--- src/rtl/blkmove_dma_pkg.sv ---
package blkmove_dma_pkg;
  typedef enum logic [2:0] {
    ST_IDLE, ST_ARB, ST_PGET, ST_MWR, ST_MRD, ST_PPUT, ST_REL, ST_FIN
  } mover_state_t;

  localparam logic [1:0] SEL_ADDR = 2'd0;
  localparam logic [1:0] SEL_CNT  = 2'd1;
  localparam logic [1:0] SEL_CTRL = 2'd2;
  localparam logic [1:0] SEL_STAT = 2'd3;

  localparam int CTRL_DIR_BIT   = 0;
  localparam int CTRL_START_BIT = 1;
  localparam int STAT_CLR_BIT   = 0;
endpackage

--- src/rtl/blkmove_dma_regs.sv ---
module blkmove_dma_regs
  import blkmove_dma_pkg::*;
#(
  parameter int ADDR_W = 16,
  parameter int CNT_W  = 8
) (
  input  logic              clk,
  input  logic              rst_n,
  input  logic              cfg_we,
  input  logic [1:0]        cfg_sel,
  input  logic [ADDR_W-1:0] cfg_wdata,
  output logic [ADDR_W-1:0] cfg_rdata,
  input  logic              busy,
  input  logic              advance,
  input  logic              finish,
  output logic [ADDR_W-1:0] cur_addr,
  output logic [CNT_W-1:0]  cur_cnt,
  output logic              dir,
  output logic              irq,
  output logic              start_pulse,
  output logic              cnt_zero,
  output logic              cnt_one,
  output logic              clear_hit
);
  function automatic logic [ADDR_W-1:0] addr_next(input logic [ADDR_W-1:0] a);
    return a + ADDR_W'(1);
  endfunction

  function automatic logic [CNT_W-1:0] cnt_next(input logic [CNT_W-1:0] c);
    return c - CNT_W'(1);
  endfunction

  logic idle_wr;
  assign idle_wr     = cfg_we && !busy;
  assign start_pulse = idle_wr && (cfg_sel == SEL_CTRL) && cfg_wdata[CTRL_START_BIT];
  assign clear_hit   = cfg_we && (cfg_sel == SEL_STAT) && cfg_wdata[STAT_CLR_BIT];
  assign cnt_zero    = (cur_cnt == '0);
  assign cnt_one     = (cur_cnt == CNT_W'(1));

  always_ff @(posedge clk) begin
    if (!rst_n) begin
      cur_addr <= '0;
      cur_cnt  <= '0;
      dir      <= 1'b0;
    end else if (advance) begin
      cur_addr <= addr_next(cur_addr);
      cur_cnt  <= cnt_next(cur_cnt);
    end else if (idle_wr) begin
      case (cfg_sel)
        SEL_ADDR: cur_addr <= cfg_wdata;
        SEL_CNT:  cur_cnt  <= cfg_wdata[CNT_W-1:0];
        SEL_CTRL: dir      <= cfg_wdata[CTRL_DIR_BIT];
        default:  ;
      endcase
    end
  end

  always_ff @(posedge clk) begin
    if (!rst_n)         irq <= 1'b0;
    else if (finish)    irq <= 1'b1;
    else if (clear_hit) irq <= 1'b0;
  end

  always_comb begin
    case (cfg_sel)
      SEL_ADDR: cfg_rdata = cur_addr;
      SEL_CNT:  cfg_rdata = ADDR_W'(cur_cnt);
      SEL_CTRL: cfg_rdata = ADDR_W'(dir);
      default:  cfg_rdata = ADDR_W'({busy, irq});
    endcase
  end
endmodule

--- src/rtl/blkmove_dma_seq.sv ---
module blkmove_dma_seq
  import blkmove_dma_pkg::*;
#(
  parameter int DATA_W = 16
) (
  input  logic              clk,
  input  logic              rst_n,
  input  logic              start,
  input  logic              dir,
  input  logic              cnt_zero,
  input  logic              cnt_one,
  input  logic              bus_gnt,
  input  logic              mem_ack,
  input  logic [DATA_W-1:0] mem_rdata,
  input  logic              per_ack,
  input  logic [DATA_W-1:0] per_rdata,
  output logic              bus_req,
  output logic              bus_rel,
  output logic              mem_rd,
  output logic              mem_wr,
  output logic              per_req,
  output logic [DATA_W-1:0] data_q,
  output logic              advance,
  output logic              finish,
  output logic              busy
);
  mover_state_t state, state_n;

  always_comb begin
    state_n = state;
    advance = 1'b0;
    case (state)
      ST_IDLE: if (start) state_n = cnt_zero ? ST_FIN : ST_ARB;
      ST_ARB:  if (bus_gnt) state_n = dir ? ST_MRD : ST_PGET;
      ST_PGET: if (per_ack) state_n = ST_MWR;
      ST_MWR:  if (mem_ack) begin
                 advance = 1'b1;
                 state_n = cnt_one ? ST_REL : ST_PGET;
               end
      ST_MRD:  if (mem_ack) state_n = ST_PPUT;
      ST_PPUT: if (per_ack) begin
                 advance = 1'b1;
                 state_n = cnt_one ? ST_REL : ST_MRD;
               end
      default: state_n = ST_IDLE;
    endcase
  end

  always_ff @(posedge clk) begin
    if (!rst_n) begin
      state  <= ST_IDLE;
      data_q <= '0;
    end else begin
      state <= state_n;
      if (state == ST_PGET && per_ack) data_q <= per_rdata;
      if (state == ST_MRD && mem_ack)  data_q <= mem_rdata;
    end
  end

  assign bus_req = (state == ST_ARB) || (state == ST_PGET) || (state == ST_MWR) ||
                   (state == ST_MRD) || (state == ST_PPUT);
  assign bus_rel = (state == ST_REL);
  assign mem_rd  = (state == ST_MRD);
  assign mem_wr  = (state == ST_MWR);
  assign per_req = (state == ST_PGET) || (state == ST_PPUT);
  assign finish  = (state == ST_REL) || (state == ST_FIN);
  assign busy    = (state != ST_IDLE);
endmodule

--- src/rtl/blkmove_dma.sv ---
module blkmove_dma #(
  parameter int ADDR_W = 16,
  parameter int DATA_W = 16,
  parameter int CNT_W  = 8
) (
  input  logic              clk,
  input  logic              rst_n,
  input  logic              cfg_we,
  input  logic [1:0]        cfg_sel,
  input  logic [ADDR_W-1:0] cfg_wdata,
  output logic [ADDR_W-1:0] cfg_rdata,
  output logic              irq,
  output logic              bus_req,
  input  logic              bus_gnt,
  output logic              bus_rel,
  output logic [ADDR_W-1:0] mem_addr,
  output logic              mem_rd,
  output logic              mem_wr,
  output logic [DATA_W-1:0] mem_wdata,
  input  logic [DATA_W-1:0] mem_rdata,
  input  logic              mem_ack,
  output logic              per_req,
  input  logic              per_ack,
  input  logic [DATA_W-1:0] per_rdata,
  output logic [DATA_W-1:0] per_wdata
);
  logic [ADDR_W-1:0] cur_addr;
  logic [CNT_W-1:0]  cur_cnt;
  logic [DATA_W-1:0] data_q;
  logic dir, busy, word_done, finish, start_pulse, cnt_zero, cnt_one, clear_hit;
  logic start_zero;

  assign start_zero = start_pulse && cnt_zero;

  blkmove_dma_regs #(.ADDR_W(ADDR_W), .CNT_W(CNT_W)) u_regs (
    .clk(clk), .rst_n(rst_n), .cfg_we(cfg_we), .cfg_sel(cfg_sel),
    .cfg_wdata(cfg_wdata), .cfg_rdata(cfg_rdata), .busy(busy),
    .advance(word_done), .finish(finish), .cur_addr(cur_addr),
    .cur_cnt(cur_cnt), .dir(dir), .irq(irq), .start_pulse(start_pulse),
    .cnt_zero(cnt_zero), .cnt_one(cnt_one), .clear_hit(clear_hit)
  );

  blkmove_dma_seq #(.DATA_W(DATA_W)) u_seq (
    .clk(clk), .rst_n(rst_n), .start(start_pulse), .dir(dir),
    .cnt_zero(cnt_zero), .cnt_one(cnt_one), .bus_gnt(bus_gnt),
    .mem_ack(mem_ack), .mem_rdata(mem_rdata), .per_ack(per_ack),
    .per_rdata(per_rdata), .bus_req(bus_req), .bus_rel(bus_rel),
    .mem_rd(mem_rd), .mem_wr(mem_wr), .per_req(per_req), .data_q(data_q),
    .advance(word_done), .finish(finish), .busy(busy)
  );

  assign mem_addr  = cur_addr;
  assign mem_wdata = data_q;
  assign per_wdata = data_q;
endmodule

--- config.mk ---
export PLATFORM = sky130hd
export DESIGN_NAME = blkmove_dma
export DESIGN_NICKNAME = d
export VERILOG_FILES = /design/src/rtl/blkmove_dma_pkg.sv /design/src/rtl/blkmove_dma_regs.sv /design/src/rtl/blkmove_dma_seq.sv /design/src/rtl/blkmove_dma.sv
export SDC_FILE = /design/constraint.sdc
export NUM_CORES = 1
export LEC_CHECK = 0
export ABC_AREA = 1
export CAP_MARGIN = 0
export CORE_MARGIN = 1
export CORE_UTILIZATION = 48
export DETAILED_ROUTE_END_ITERATION = 10
export GPL_TIMING_DRIVEN = 0
export PLACE_DENSITY = 0.88
export SKIP_LAST_GASP = 1
export SYNTH_ARGS = -nofsm -noshare
export SYNTH_HDL_FRONTEND = slang
export SYNTH_SLANG_ARGS = --single-unit
--- constraint.sdc ---
create_clock -name clk -period 4.25 [get_ports clk]
set_input_delay 0.425 -clock clk [delete_from_list [all_inputs] [get_ports clk]]
set_output_delay 0.425 -clock clk [all_outputs]
set_load 0.01 [all_outputs]
==> reports/metrics.csv <==
metric;value;unit
io_pins;126;
crit_end;cfg_rdata[3];
post_cts_resized;0;
post-cts-setup-buffers;0;
worst_path_most_repeated_cell;clkdlybuf4s50_1;
fin_crit_sh;70.33;%
avgSynthCellArea;6.197;um^2
drive_above_1_share;9.048;%
synth_area_leaders;dfxtp_1 (29%), nand2_1 (17%), inv_1 (8.5%), nand3_1 (6.8%), o21ai_0 (5.6%);
finalSetupViolCount;0;
numCtsBuffers;5;
die_width;82.99;um
worstSkewPairLatency;310;ps
p_leak;1.919;nW
crit_chain;clkdlybuf4s50_1 > nor2_1 > inv_1 > clkbuf_1 > o22ai_1 > clkdlybuf4s50_1;
reg2reg_depth;10;
dpl_worst_slack;1297;ps
ys_ff_latch;45;
drtIter0Drc;261;
ff2ff_setup_slack;2470;ps
grt_max_degree;17;
dieArea;6887;um^2
synth.most_common_cell;nand2_1;
routed_wl;10250;um
postRouteAntennaNets;0;
grt_pass1_vias;3482;
globalRouteOverflowTotal;0;
num_antenna_cells;0;
synth_cells;508;
status;finished clean;
power.density;403.4;nW/um^2
hold_viol_final;0;
cts_tree;yes;
initial_core_util;49.58;%
register_area;900.9;um^2
relSlewSlack;58.31;%
num_vias;3807;
dp_hpwl;7903;um
tns;0;ps
synth_nets;567;
rsz0062_at_grt;no;
yosysTopAreaCell;dfxtp_1;
cts_hold_buf;0;
globalRouteTotalUtil;29.07;%
port_buffers;125;
setup.worst_path.start_class;primary input;
arrival;2560;ps
syn2layout_area_growth;45.79;%
netlist.area_leader.share;28.62;%
fin_area;4589;um^2
multi_input_area;1714;um^2
cts.sink_count;45;
clock_skew;13.76;ps
cp-startpoint;cfg_sel[0];
grt_antenna_before_repair;0;
period_minus_slack;2989;ps
synthTopCellsByCount;nand2_1 (140), inv_1 (71), dfxtp_1 (45);
worstPathRequired;3830;ps
slew_viol_final;0;
drc;0;
htreeDepth;2;
netlist_area;3148;um^2
firstDrtPassIters;5;
num-nets-final;699;
synth_edf_count;0;
min_path_type;reg -> reg;
peakVddDrop;0.2980;mV
drv_cap;0;
p_total;1.851;mW
wl_per_cell;14.27;um
ys_warn_count;0;
core-area;6350;um^2
r2r-start;u_regs.cur_addr[1]$_SDFFE_PN0P_;
slowest_delay;580;ps
worstMarginPinSlew;625.4;ps
clk_pin_slew;90;ps
timing.fmax;334.6;MHz
nFillCells;527;
crit_type;in -> out;
utilization;72.28;%
timing.final.ws_setup;1261;ps
r2r-end;u_regs.cur_addr[10]$_SDFFE_PN0P_;
clockBufferDepth;2;
grt_pass1_wl;16480;um
end_kind;output pin;
synth-main-ff-cell;dfxtp_1;
critPathSlowestCell;clkdlybuf4s50_1;
die_h;82.99;um
worstHoldStart;u_regs.cur_cnt[7]$_SDFFE_PN0P_;
yosys.cell_types.count;34;
synth_seq_area_share;28.62;%
async_reset_ff_share;0;%
dpl_cell_area;4496;um^2
critPathMaxFanout;10;
num_rows;29;
place.gp.congestion;0.9894;
via_per_inst;5.302;
cts_root_buf;clkbuf_8;
-- sequential cells by signal, summed over array words and instances (netlist names) --
register,flops
u_regs.dir,1
u_seq.data_q,16
u_regs.irq,1
u_seq.state,3
u_regs.cur_cnt,8
u_regs.cur_addr,16
-- worst min-delay path by stage --
stage | end | cells past startpoint
4_1_cts | u_regs.cur_cnt[7]$_SDFFE_PN0P_ | 2
5_1_grt | u_regs.cur_cnt[7]$_SDFFE_PN0P_ | 2
6_report | u_regs.cur_cnt[7]$_SDFFE_PN0P_ | 2
3_5_place_dp | u_regs.cur_cnt[7]$_SDFFE_PN0P_ | 2
3_3_place_gp | u_regs.cur_cnt[7]$_SDFFE_PN0P_ | 2
2_1_floorplan | u_regs.cur_cnt[7]$_SDFFE_PN0P_ | 2
-- kinds of logic after synthesis --
logic type | Yosys count | synth area share [%]
buffers and inverters | 109 | 16.93
AO/OA/AOI/OAI | 97 | 16.42
AND/OR/NAND/NOR | 252 | 36.29
flip-flops | 45 | 28.62
XOR/XNOR | 2 | 0.5565
adder cells (fa/ha/maj) | 3 | 1.192
-- power breakdown --
| part | switching (mW) | internal [mW] |
|---|---|---|
| logic | 0.528 | 0.467 |
| registers | 0.0762 | 0.496 |
| clock network | 0.165 | 0.119 |
| total | 0.769 | 1.08 |
-- cell usage in the layout (no fill, tap or decap), types with 2 or more instances in the layout --
cell type,instances
nand2_2,3
clkbuf_8,5
nand2_1,140
inv_2,4
nand3_1,43
buf_8,2
xor2_1,2
clkbuf_1,5
o21ai_1,11
ha_1,3
clkdlybuf4s50_1,125
dfxtp_1,45
nor2_1,41
a31oi_1,6
buf_4,17
buf_6,4
a21oi_1,34
o22ai_1,4
nand2_4,4
nor2_4,10
buf_2,4
nand4_1,6
inv_1,71
o21ai_0,35
nor3_1,2
o21a_1,2
-- metal layers --
layer / track usage [%] / wire, um
met1: 37.66 / 4463
met2: 49.63 / 4805
met3: 4.573 / 842
met4: 8.777 / 136
met5: 0 / 0
-- area by class of cell --
| cell class | count | area share [%] |
|---|---|---|
| inverter | 77 | 6.352 |
| tap | 77 | 2.099 |
| clock buffer | 5 | 1.499 |
| buffer | 32 | 5.262 |
| multi-input combinational | 354 | 37.35 |
| clock inverter | 3 | 0.5453 |
| timing repair buffer | 125 | 27.26 |
| sequential | 45 | 19.63 |
-- critical path: cells and delay by family --
kind            cells  cell delay [ps]
buf+inv             4             1480
compound gates      1              210
simple gates        1              440
-- metrics by stage --
step,hold slack [ps],instances
CTS,469.8,718
global placement,452.1,710
detailed placement,455.4,710
global route,500.3,718
floorplan,443.4,508
finish,476.0,718
(Power assumes the default switching activity.)
